==> src/rtl/pciwd_pkg.sv <==
package pciwd_pkg;
  localparam int ADDR_W_DEF = 64;
  localparam int IO_W_DEF   = 32;
  localparam int NWIN       = 3;
  localparam int HIT_W      = 4;
  localparam int W_IO       = 0;
  localparam int W_MEM      = 1;
  localparam int W_PREF     = 2;
  localparam int H_VGA      = 3;
  localparam int IO_GRAN    = 12;
  localparam int MEM_GRAN   = 20;
  localparam logic [3:0] WIDE_CODE = 4'h1;
  localparam logic [15:0] VGA_IO_A_LO = 16'h03B0;
  localparam logic [15:0] VGA_IO_A_HI = 16'h03BB;
  localparam logic [15:0] VGA_IO_B_LO = 16'h03C0;
  localparam logic [15:0] VGA_IO_B_HI = 16'h03DF;
  localparam logic [31:0] VGA_MEM_LO  = 32'h000A_0000;
  localparam logic [31:0] VGA_MEM_HI  = 32'h000B_FFFF;
endpackage

==> src/rtl/pciwd_bounds.sv <==
module pciwd_bounds
  import pciwd_pkg::*;
#(
  parameter int ADDR_W = ADDR_W_DEF,
  parameter int IO_W   = IO_W_DEF
) (
  input  logic [7:0]                       io_base,
  input  logic [7:0]                       io_limit,
  input  logic [IO_W-17:0]                 io_base_up,
  input  logic [IO_W-17:0]                 io_limit_up,
  input  logic [15:0]                      mem_base,
  input  logic [15:0]                      mem_limit,
  input  logic [15:0]                      pf_base,
  input  logic [15:0]                      pf_limit,
  input  logic [ADDR_W-33:0]               pf_base_up,
  input  logic [ADDR_W-33:0]               pf_limit_up,
  input  logic                             io_en,
  input  logic                             mem_en,
  output logic [NWIN-1:0][ADDR_W-1:0]      win_lo,
  output logic [NWIN-1:0][ADDR_W-1:0]      win_hi,
  output logic [NWIN-1:0]                  win_on
);
  localparam int IO_UP_W = IO_W - 16;
  localparam int PF_UP_W = ADDR_W - 32;

  logic              io_wide, pf_wide;
  logic [IO_W-1:0]   io_lo, io_hi;
  logic [31:0]       m_lo, m_hi;
  logic [ADDR_W-1:0] p_lo, p_hi;

  always_comb begin
    io_wide = (io_base[3:0] == WIDE_CODE);
    pf_wide = (pf_base[3:0] == WIDE_CODE);

    io_lo = {(io_wide ? io_base_up  : {IO_UP_W{1'b0}}), io_base[7:4],  {IO_GRAN{1'b0}}};
    io_hi = {(io_wide ? io_limit_up : {IO_UP_W{1'b0}}), io_limit[7:4], {IO_GRAN{1'b1}}};

    m_lo = {mem_base[15:4],  {MEM_GRAN{1'b0}}};
    m_hi = {mem_limit[15:4], {MEM_GRAN{1'b1}}};

    p_lo = {(pf_wide ? pf_base_up  : {PF_UP_W{1'b0}}), pf_base[15:4],  {MEM_GRAN{1'b0}}};
    p_hi = {(pf_wide ? pf_limit_up : {PF_UP_W{1'b0}}), pf_limit[15:4], {MEM_GRAN{1'b1}}};

    win_lo[W_IO]   = {{(ADDR_W-IO_W){1'b0}}, io_lo};
    win_hi[W_IO]   = {{(ADDR_W-IO_W){1'b0}}, io_hi};
    win_lo[W_MEM]  = {{(ADDR_W-32){1'b0}}, m_lo};
    win_hi[W_MEM]  = {{(ADDR_W-32){1'b0}}, m_hi};
    win_lo[W_PREF] = p_lo;
    win_hi[W_PREF] = p_hi;

    win_on[W_IO]   = io_en  && (io_lo <= io_hi);
    win_on[W_MEM]  = mem_en && (m_lo  <= m_hi);
    win_on[W_PREF] = mem_en && (p_lo  <= p_hi);
  end
endmodule

==> src/rtl/pciwd_range.sv <==
module pciwd_range #(
  parameter int W = 64
) (
  input  logic [W-1:0] addr,
  input  logic [W-1:0] lo,
  input  logic [W-1:0] hi,
  input  logic         on,
  output logic         hit
);
  assign hit = on && (addr >= lo) && (addr <= hi);
endmodule

==> src/rtl/pciwd_legacy.sv <==
module pciwd_legacy
  import pciwd_pkg::*;
#(
  parameter int ADDR_W = ADDR_W_DEF
) (
  input  logic [ADDR_W-1:0] addr,
  input  logic              is_io,
  input  logic              vga_en,
  output logic              hit
);
  logic [15:0] port;
  logic        io_hit, mem_hit;

  always_comb begin
    port    = addr[15:0];
    io_hit  = ((port >= VGA_IO_A_LO) && (port <= VGA_IO_A_HI)) ||
              ((port >= VGA_IO_B_LO) && (port <= VGA_IO_B_HI));
    mem_hit = (addr >= ADDR_W'(VGA_MEM_LO)) && (addr <= ADDR_W'(VGA_MEM_HI));
    hit     = vga_en && (is_io ? io_hit : mem_hit);
  end
endmodule

==> src/rtl/pci_window_decode.sv <==
module pci_window_decode
  import pciwd_pkg::*;
#(
  parameter int ADDR_W = ADDR_W_DEF,
  parameter int IO_W   = IO_W_DEF
) (
  input  logic                clk,
  input  logic                rst_n,
  input  logic                req_valid,
  output logic                req_ready,
  input  logic [ADDR_W-1:0]   req_addr,
  input  logic                req_io,
  input  logic [7:0]          cfg_io_base,
  input  logic [7:0]          cfg_io_limit,
  input  logic [IO_W-17:0]    cfg_io_base_up,
  input  logic [IO_W-17:0]    cfg_io_limit_up,
  input  logic [15:0]         cfg_mem_base,
  input  logic [15:0]         cfg_mem_limit,
  input  logic [15:0]         cfg_pf_base,
  input  logic [15:0]         cfg_pf_limit,
  input  logic [ADDR_W-33:0]  cfg_pf_base_up,
  input  logic [ADDR_W-33:0]  cfg_pf_limit_up,
  input  logic                cfg_io_en,
  input  logic                cfg_mem_en,
  input  logic                cfg_vga_en,
  output logic                rsp_valid,
  input  logic                rsp_ready,
  output logic                rsp_claim,
  output logic [HIT_W-1:0]    rsp_hit
);
  logic [NWIN-1:0][ADDR_W-1:0] win_lo, win_hi;
  logic [NWIN-1:0]             win_on;
  logic [NWIN-1:0]             win_hit;
  logic [ADDR_W-1:0]           io_addr;
  logic                        vga_hit;
  logic [HIT_W-1:0]            hit_nx;
  logic                        accept;

  assign io_addr = {{(ADDR_W-IO_W){1'b0}}, req_addr[IO_W-1:0]};

  pciwd_bounds #(.ADDR_W(ADDR_W), .IO_W(IO_W)) u_bounds (
    .io_base     (cfg_io_base),
    .io_limit    (cfg_io_limit),
    .io_base_up  (cfg_io_base_up),
    .io_limit_up (cfg_io_limit_up),
    .mem_base    (cfg_mem_base),
    .mem_limit   (cfg_mem_limit),
    .pf_base     (cfg_pf_base),
    .pf_limit    (cfg_pf_limit),
    .pf_base_up  (cfg_pf_base_up),
    .pf_limit_up (cfg_pf_limit_up),
    .io_en       (cfg_io_en),
    .mem_en      (cfg_mem_en),
    .win_lo      (win_lo),
    .win_hi      (win_hi),
    .win_on      (win_on)
  );

  for (genvar g = 0; g < NWIN; g++) begin : g_win
    pciwd_range #(.W(ADDR_W)) u_rng (
      .addr ((g == W_IO) ? io_addr : req_addr),
      .lo   (win_lo[g]),
      .hi   (win_hi[g]),
      .on   (win_on[g]),
      .hit  (win_hit[g])
    );
  end

  pciwd_legacy #(.ADDR_W(ADDR_W)) u_legacy (
    .addr   (req_addr),
    .is_io  (req_io),
    .vga_en (cfg_vga_en),
    .hit    (vga_hit)
  );

  // Priority: legacy display, then I/O (io space) or memory, then prefetchable
  always_comb begin
    hit_nx = '0;
    if (vga_hit)                    hit_nx[H_VGA]  = 1'b1;
    else if (req_io)                hit_nx[W_IO]   = win_hit[W_IO];
    else if (win_hit[W_MEM])        hit_nx[W_MEM]  = 1'b1;
    else if (win_hit[W_PREF])       hit_nx[W_PREF] = 1'b1;
  end

  assign req_ready = !rsp_valid || rsp_ready;
  assign accept    = req_valid && req_ready;

  always_ff @(posedge clk) begin
    if (!rst_n) begin
      rsp_valid <= 1'b0;
      rsp_claim <= 1'b0;
      rsp_hit   <= '0;
    end else if (accept) begin
      rsp_valid <= 1'b1;
      rsp_claim <= |hit_nx;
      rsp_hit   <= hit_nx;
    end else if (rsp_ready) begin
      rsp_valid <= 1'b0;
    end
  end

  assert_onehot_R9: assert property (@(posedge clk) disable iff (!rst_n)
    rsp_valid |-> $onehot0(rsp_hit));

  assert_hold_R2: assert property (@(posedge clk) disable iff (!rst_n)
    (rsp_valid && !rsp_ready) |=> (rsp_valid && $stable(rsp_hit) && $stable(rsp_claim)));

  assert_accept_R2: assert property (@(posedge clk) disable iff (!rst_n)
    (req_valid && req_ready) |=> rsp_valid);

  assert_empty_mem_R7: assert property (@(posedge clk) disable iff (!rst_n)
    (req_valid && win_hit[W_MEM]) |-> (cfg_mem_limit[15:4] >= cfg_mem_base[15:4]));

  assert_gate_io_R6: assert property (@(posedge clk) disable iff (!rst_n)
    (req_valid && win_hit[W_IO]) |-> cfg_io_en);

  assert_gate_mem_R6: assert property (@(posedge clk) disable iff (!rst_n)
    (req_valid && (win_hit[W_MEM] || win_hit[W_PREF])) |-> cfg_mem_en);
endmodule

==> config.mk <==
export PLATFORM = sky130hd
export DESIGN_NAME = pci_window_decode
export DESIGN_NICKNAME = d
export VERILOG_FILES = /design/src/rtl/pciwd_pkg.sv /design/src/rtl/pciwd_bounds.sv /design/src/rtl/pciwd_range.sv /design/src/rtl/pciwd_legacy.sv /design/src/rtl/pci_window_decode.sv
export SDC_FILE = /design/constraint.sdc
export NUM_CORES = 1
export LEC_CHECK = 0
export ABC_AREA = 1
export BUFFER_PORTS_ARGS = -buffer_cell sky130_fd_sc_hd__clkbuf_2
export CAP_MARGIN = 20
export CORE_MARGIN = 2
export CORE_UTILIZATION = 40
export CTS_CLUSTER_DIAMETER = 200
export CTS_CLUSTER_SIZE = 8
export DETAILED_ROUTE_END_ITERATION = 6
export GPL_TIMING_DRIVEN = 0
export PLACE_DENSITY = 0.7
export SLEW_MARGIN = 25
export SYNTH_ARGS = -nofsm -noshare
export SYNTH_HDL_FRONTEND = slang
export SYNTH_SLANG_ARGS = --single-unit
==> constraint.sdc <==
create_clock -name clk -period 2.7 [get_ports clk]
set_clock_uncertainty 0.1 [all_clocks]
set_input_delay 0.405 -clock clk [delete_from_list [all_inputs] [get_ports clk]]
set_output_delay 0.405 -clock clk [all_outputs]
set_load 0.01 [all_outputs]
==> results of run 1 <==
==> synthesized netlist by cell type, types with 2 or more instances <==
library cell and instances:
o21a_1 3, nor3_1 2, ha_1 225, a21o_1 12, dfxtp_1 6, nand2_1 426, clkbuf_1 4, nand4_1 19
nor2_1 141, nor3_2 2, o21ai_0 14, nand3_1 43, a21oi_1 83, buf_2 5, inv_1 206, a21boi_0 2
and2_1 2, nor2_2 4
==> worst min-delay path by stage <==
| stage | depth (start not counted) | endpoint | slack (ns) |
|---|---|---|---|
| floorplan | 2 | rsp_hit[2]$_SDFFE_PN0P_ | 0.40 |
| global placement | 2 | rsp_hit[2]$_SDFFE_PN0P_ | 0.37 |
| detailed placement | 2 | rsp_hit[2]$_SDFFE_PN0P_ | 0.38 |
| CTS | 3 | rsp_hit[1]$_SDFFE_PN0P_ | 0.36 |
| global route | 3 | rsp_hit[2]$_SDFFE_PN0P_ | 0.37 |
| finish | 3 | rsp_hit[1]$_SDFFE_PN0P_ | 0.36 |
==> worst min-delay path, cell delays in order <==
cell and delay, ns:
clkbuf_2 0.11, o21ai_0 0.08, a21oi_1 0.04
==> cells by family after synthesis <==
family,count (synthesis),share of synthesized area (%)
compound gates,117,9.08
buf+inv,216,11.7
fa+ha+maj,225,40.2
simple gates,647,37.3
flops,6,1.72
==> repair_timing <==
action,CTS,global route
pin swaps,14,26
gates resized for setup,40,48
cloned,2,1
setup endpoints to repair,2,3
buffers inserted,4,3
==> power groups by stage <==
stage / clock (mW) / sequential (mW) / combinational (mW)
floorplan: 0 / 0.100 / 0.568
global placement: 0 / 0.0980 / 0.940
detailed placement: 0 / 0.0982 / 0.966
CTS: 0.243 / 0.0970 / 0.992
global route: 0.249 / 0.0977 / 1.18
finish: 0.240 / 0.0970 / 1.02
==> stage by stage <==
step	setup WS, ns	setup TNS [ns]	cells
global placement	-0.728	-1.61	1674
global route	-0.165	-0.229	1686
CTS	-0.00806	-0.00806	1683
detailed placement	-0.736	-1.63	1674
finish	0.00290	0	1686
floorplan	0.0763	0	1211
==> registers in the layout, indices dropped and copies added, names as in the netlist <==
signal,count
rsp_valid,1
rsp_hit,4
rsp_claim,1
==> cell type report <==
class                      count  area share [%]
tap                          225            3.13
timing repair buffer         247            14.5
sequential                     6            1.34
multi-input combinational    989            70.3
buffer                         9            1.22
inverter                     207            8.64
clock buffer                   3           0.835
==> per-layer routing <==
layer,up-vias,wire (um)
met4,0,366
li1,4379,-
met2,211,10100
met1,3537,9720
met5,-,0
met3,26,1240
==> flow_metrics.py, run 1 <==
metrics = {
    "setup_path": {
        "endpoint": "rsp_hit[2]$_SDFFE_PN0P_",
        "r2r_slack_ns": 1.44,
        "reg2reg_from": "rsp_valid$_SDFFE_PN0P_",
        "crit_buf_inv": 5,
        "path_depth": 19,
        "critPathArrivalTime_ns": 2.76,
        "start_kind": "input port",
        "critPathKind": "in2reg",
        "critical_path.endpoint_type": "register",
        "cp_top_family": "simple AND/OR/NAND/NOR gates",
        "slowest_stage": "nor4_4",
        "required_ns": 2.77,
        "max_stage_delay_ns": 0.30,
        "r2r_cells": 6,
        "r2r-end": "rsp_claim$_SDFFE_PN0P_",
        "path_max_fanout": 5,
        "crit_chain": "buf_6 -> nor4_4 -> buf_6 -> buf_8 -> buf_8 -> nand2_4 -> inv_2 -> ha_4 -> a21oi_2 -> nor2_1 -> nor2_1 -> nand2_2 -> a21oi_2 -> nand2_1 -> nor2_1 -> nand2_1 -> nor2_2 -> nand2_1 -> a21oi_2",
        "critPathLaunch": "cfg_pf_base[1]",
    },
    "global_routing": {
        "antenna_found_initial": 0,
        "grt_util_met3_pct": 2.20,
        "grt_busiest_layer": "met2",
        "grt_util_met2_pct": 41.1,
        "grt_pass1_wl_um": 33800,
        "grt_overflow": 0,
        "grt_pass1_vias": 7557,
        "grt_max_degree": 11,
        "use_met1_pct": 28.2,
        "grt.total_usage_pct": 22.3,
    },
    "pwr": {
        "switchingPower_uw": 629,
        "pwr_density_cell_mw_per_mm2": 151,
        "p_seq_share_pct": 7.2,
        "switching_share_pct": 46.4,
        "p_int_uw": 725,
        "cellLeakagePower_nw": 5.55,
        "pwr-share-comb_pct": 75.1,
        "p_clk_share_pct": 17.7,
        "total_power_mw": 1.35,
        "ir_worst_vdd_mv": 0.135,
    },
    "synth": {
        "synth_edf_count": 0,
        "synth_warnings": 0,
        "yosysUniqueCellTypes": 30,
        "synth_seq_cells": 6,
        "netlist_area_mm2": 0.00700,
        "synth_cells": 1211,
        "synth_async_sr_flop_share_pct": 0,
        "avgSynthCellArea_um2": 5.78,
        "synthesis.nets": 1684,
        "synth_top_area_share_pct": 40.2,
        "synth_top_flop_cell": "dfxtp_1",
        "synthTopCellsByArea": "ha_1 (40%), nand2_1 (23%), inv_1 (11%)",
        "yosysTopAreaCell": "ha_1",
        "seq_area_frac_synth_pct": 1.72,
    },
    "sta": {
        "setup_viol": 0,
        "slew_violations": 0,
        "min_period_ns": 2.70,
        "rsz0062_at_grt": "yes",
        "fin_hold_ws_ns": 0.359,
        "hold_viol_final": 0,
        "post-route-period-util_pct": 99.9,
        "max_freq_ghz": 0.371,
        "slew_headroom_pct": 78.9,
        "worstMarginPinSlew_ns": 0.314,
    },
    "placed_design": {
        "gp_congestion": 0.907,
        "dpl.hpwl_um": 19100,
        "placed_area_mm2": 0.00847,
        "port_buffers": 238,
    },
    "finish": {
        "final_layout_size_suffix_gt1_share_pct": 21.7,
        "seqCellArea_um2": 120,
        "mostFrequentLayoutCell": "nand2_1",
        "post-route-util_pct": 52.3,
        "fillerInstances": 1793,
        "multi_input_area_mm2": 0.00632,
        "syn2layout_area_growth_pct": 28.4,
        "mostFrequentLayoutCells": "nand2_1 (412), clkbuf_2 (236), ha_1 (216), inv_1 (201), nor2_1 (133)",
        "final_cell_area_mm2": 0.00899,
        "antenna_cells": 0,
        "finalNetCount": 1936,
    },
    "cts": {
        "clk_path_buf_depth": 2,
        "cts_hold_buffers": 0,
        "htreeDepth": 1,
        "cts_tree": "built",
        "path_clk_slew_ns": 0.03,
        "cts_sinks": 6,
        "cts-root-buf": "clkbuf_16",
        "numCtsBuffers": 3,
        "clk_latency_ns": 0.23,
    },
    "worst_hold_path": {
        "hold_start": "rst_n",
        "worstHoldPathType": "in2reg",
    },
    "die": {
        "rows": 48,
        "pin_count": 255,
        "core_mm2": 0.0172,
        "die_w_um": 136,
        "fp.dieH_um": 136,
        "initial_core_util_pct": 40.8,
        "dieArea_mm2": 0.0186,
    },
    "routing": {
        "drtIter0Drc": 288,
        "drc": 0,
        "wire_per_inst_um": 12.7,
        "ant_nets": 0,
        "dr.pass1.iters": 4,
        "vias": 8153,
        "viasPerCell": 4.84,
        "drt_wl_total_um": 21500,
    },
    "flow_run": {
        "drv_cap": 0,
    },
    "run_status": {
        "status": "finished clean",
    },
}
No activity file was read; power rests on OpenSTA's default activity.
==> run 2, diff against run 1 <==
--- a/config.mk
+++ b/config.mk
@@ -14,8 +14,9 @@
 export CTS_CLUSTER_SIZE = 8
 export DETAILED_ROUTE_END_ITERATION = 6
 export GPL_TIMING_DRIVEN = 0
-export PLACE_DENSITY = 0.7
+export PLACE_DENSITY = 0.63
 export SLEW_MARGIN = 25
 export SYNTH_ARGS = -nofsm -noshare
 export SYNTH_HDL_FRONTEND = slang
+export SYNTH_HIERARCHICAL = 1
 export SYNTH_SLANG_ARGS = --single-unit
==> run 2 against run 1 <==
Net effect:
- critical endpoint is now rsp_claim$_SDFFE_PN0P_
- the run now ends with setup timing left
- fmax is 11% lower
- highest routed layer unchanged
- largest power group unchanged
- sequential power up 1%
- routed wire length increased by 85%
- via count rose by 91%
- critical path depth up 5
==> flow_metrics.py, run 2 <==
metrics = {
    "run_status": {
        "status": "finished with violations",
        "violations": "setup timing",
    },
    "routing": {
        "drc": 0,
        "ant_nets": 0,
        "drt_wl_total_um": 39700,
        "vias": 15600,
        "wire_per_inst_um": 10.8,
        "dr.pass1.iters": 5,
        "drtIter0Drc": 400,
        "viasPerCell": 4.26,
    },
    "synth": {
        "synth_edf_count": 0,
        "synthTopCellsByArea": "ha_1 (36%), inv_1 (15%), buf_4 (14%)",
        "yosysUniqueCellTypes": 34,
        "synth_async_sr_flop_share_pct": 0,
        "yosysMostFrequentCell": "inv_1",
        "seq_area_frac_synth_pct": 0.761,
        "netlist_area_mm2": 0.0158,
        "synth_top_area_share_pct": 36.2,
        "synth_top_flop_cell": "dfxtp_1",
        "yosysTopAreaCell": "ha_1",
        "avgSynthCellArea_um2": 6.10,
        "synth_warnings": 6,
        "synth_cells": 2590,
        "synth_common_cells": "inv_1 (639), nand2_1 (569), ha_1 (457)",
        "synth_seq_cells": 6,
    },
    "placed_design": {
        "place_ws_ns": -1.17,
        "dp.cells": 3639,
        "gp_congestion": 0.871,
        "dpl.hpwl_um": 35900,
        "port_buffers": 238,
    },
    "finish": {
        "syn2layout_area_growth_pct": 25.8,
        "mostFrequentLayoutCells": "inv_1 (618), nand2_1 (539), ha_1 (435), buf_4 (297), conb_1 (296)",
        "mostFrequentLayoutCell": "inv_1",
        "stdcell_count": 3662,
        "largest_reg_flops": 4,
        "fillerInstances": 3944,
        "finalNetCount": 3849,
        "top_regs": "rsp_hit: 4 flops, rsp_claim: 1 flops, rsp_valid: 1 flops",
        "final_layout_size_suffix_gt1_share_pct": 24.1,
        "regMostFlops": "rsp_hit",
    },
    "setup_path": {
        "critical_path.endpoint_type": "register",
        "reg2reg_from": "rsp_valid$_SDFFE_PN0P_",
        "path_max_fanout": 6,
        "slowest_stage": "nor4_4",
        "critPathKind": "in2reg",
        "critPathArrivalTime_ns": 3.08,
        "r2r-end": "rsp_claim$_SDFFE_PN0P_",
        "start_kind": "input port",
        "required_ns": 2.76,
        "crit_buf_inv": 6,
        "max_stage_delay_ns": 0.30,
        "r2r_cells": 4,
        "cp_top_family": "simple AND/OR/NAND/NOR gates",
        "r2r_slack_ns": 1.66,
        "crit_chain": "buf_6 -> nor4_4 -> buf_6 -> clkinv_8 -> buf_6 -> nor2_4 -> inv_2 -> ha_4 -> nand2_4 -> nor2_4 -> nand4_4 -> nor2_4 -> nand2_1 -> nor2_1 -> nand2_1 -> nand2_1 -> nand2_2 -> nor2_4 -> inv_2 -> nor2_4 -> nand2_1 -> nand2_1 -> nor2_1 -> nor2_1",
    },
    "pwr": {
        "ir_worst_vdd_mv": 0.119,
        "switching_share_pct": 48.9,
        "cellLeakagePower_nw": 12.4,
        "p_clk_share_pct": 8.7,
        "p_int_mw": 1.39,
        "switchingPower_mw": 1.33,
        "p_seq_share_pct": 3.6,
        "pwr_density_cell_mw_per_mm2": 137,
        "total_power_mw": 2.72,
        "pwr-share-comb_pct": 87.7,
    },
    "sta": {
        "min_period_ns": 3.02,
        "fin_ws_ns": -0.319,
        "post-route-period-util_pct": 112,
        "rsz0062_at_grt": "yes",
        "hold_viol_final": 0,
        "setup_viol": 3,
        "max_freq_ghz": 0.331,
        "slew_violations": 0,
    },
    "cts": {
        "htreeDepth": 1,
        "clk_latency_ns": 0.22,
        "path_clk_slew_ns": 0.03,
        "cts_sinks": 6,
        "cts-root-buf": "clkbuf_16",
        "numCtsBuffers": 3,
        "cts_tree": "built",
        "clk_path_buf_depth": 2,
    },
    "global_routing": {
        "grt_max_degree": 11,
        "grt.total_usage_pct": 19.0,
        "antenna_found_initial": 2,
        "grt_pass1_vias": 14800,
        "grt_pass1_wl_um": 64900,
        "grt_overflow": 0,
    },
    "die": {
        "dieArea_mm2": 0.0411,
        "pin_count": 255,
        "fp.dieH_um": 203,
        "initial_core_util_pct": 40.7,
        "rows": 72,
        "core_mm2": 0.0388,
        "die_w_um": 203,
    },
    "worst_hold_path": {
        "worstHoldPathType": "in2reg",
        "hold_start": "req_valid",
        "hold_depth": 3,
        "min_to": "rsp_valid$_SDFFE_PN0P_",
    },
    "flow_run": {
        "drv_cap": 0,
    },
}
run 2: routing by layer:
metal  part of all wire (%)  GRT usage, %  up-vias  wire length [um]
met5                      0             0        -                 0
met2                     49          35.7      192             19600
li1                       -             -     8522                 -
met1                     46          23.6     6819             18400
met4                    2.0          3.86        0               790
met3                    2.4          1.14       50               941
run 2: area by class of cell:
cell class                      instances  area, um^2  share of cell area (%)
Multi-Input combinational cell       1926       12800                    64.6
Inverter                              655        2480                    12.5
Tap cell                              518         648                    3.26
Antenna cell                            2        5.00                  0.0252
Timing Repair Buffer                  256        1430                    7.17
Sequential cell                         6         120                   0.605
Buffer                                296        2280                    11.5
Clock buffer                            3        75.1                   0.378
run 2: worst register-to-register path, cell delays in order, from the launching register on:
cell     delay, ns
dfxtp_1       0.33
a21oi_2       0.23
nand2_1       0.11
nor2_1        0.12
nor2_1        0.05
run 2: cell families (layout without fill, tap and decap cells):
| group | after synthesis | after routing | share of synthesized area, % |
|---|---|---|---|
| buffers and inverters | 951 | 1210 | 29.6 |
| and+or+nand+nor | 890 | 890 | 23.6 |
| adders and majority gates | 457 | 457 | 36.2 |
| AOI/OAI and AO/OA | 283 | 283 | 9.71 |
| DFF | 6 | 6 | 0.761 |
| other | 3 | 298 | 0.0713 |
run 2: repair_timing:
item	in CTS	in global routing
hold buffers	0	0
hold endpoints to repair	0	0
pin swaps	21	66
endpoints found under the setup margin	3	4
setup buffers	9	6
gates resized for setup	89	116
gates cloned	2	2
run 2: worst max-delay path by stage:
stage          cells after the start  slack, ns                 endpoint      startpoint
2_1_floorplan                     20     -0.006  rsp_hit[0]$_SDFFE_PN0P_  cfg_io_base[2]
3_3_place_gp                      23      -1.12   rsp_claim$_SDFFE_PN0P_  cfg_pf_base[2]
3_5_place_dp                      23      -1.17   rsp_claim$_SDFFE_PN0P_  cfg_pf_base[2]
4_1_cts                           24      -0.26   rsp_claim$_SDFFE_PN0P_  cfg_pf_base[1]
5_1_grt                           24      -0.54   rsp_claim$_SDFFE_PN0P_  cfg_pf_base[2]
6_report                          24      -0.32   rsp_claim$_SDFFE_PN0P_  cfg_pf_base[2]
run 2: through the flow:
| step | util, % | hold slack [ns] | area, um^2 | setup TNS [ns] |
|---|---|---|---|---|
| final | 51.2 | 0.354 | 19900 | -0.670 |
| after CTS | 49.7 | 0.348 | 19300 | -0.629 |
| after global placement | 48.3 | 0.355 | 18700 | -2.93 |
| after detailed placement | 48.3 | 0.361 | 18700 | -3.07 |
| after floorplan | - | 0.384 | 16900 | -0.00605 |
| after global routing | 51.2 | 0.362 | 19900 | -1.28 |
run 2: power by group through the flow:
stage	clock, mW	sequential, mW	combinational (mW)
2_1_floorplan	0	0.102	1.58
3_3_place_gp	0	0.0989	2.12
3_5_place_dp	0	0.0992	2.19
4_1_cts	0.239	0.0980	2.26
5_1_grt	0.241	0.0987	2.77
6_report	0.236	0.0980	2.38
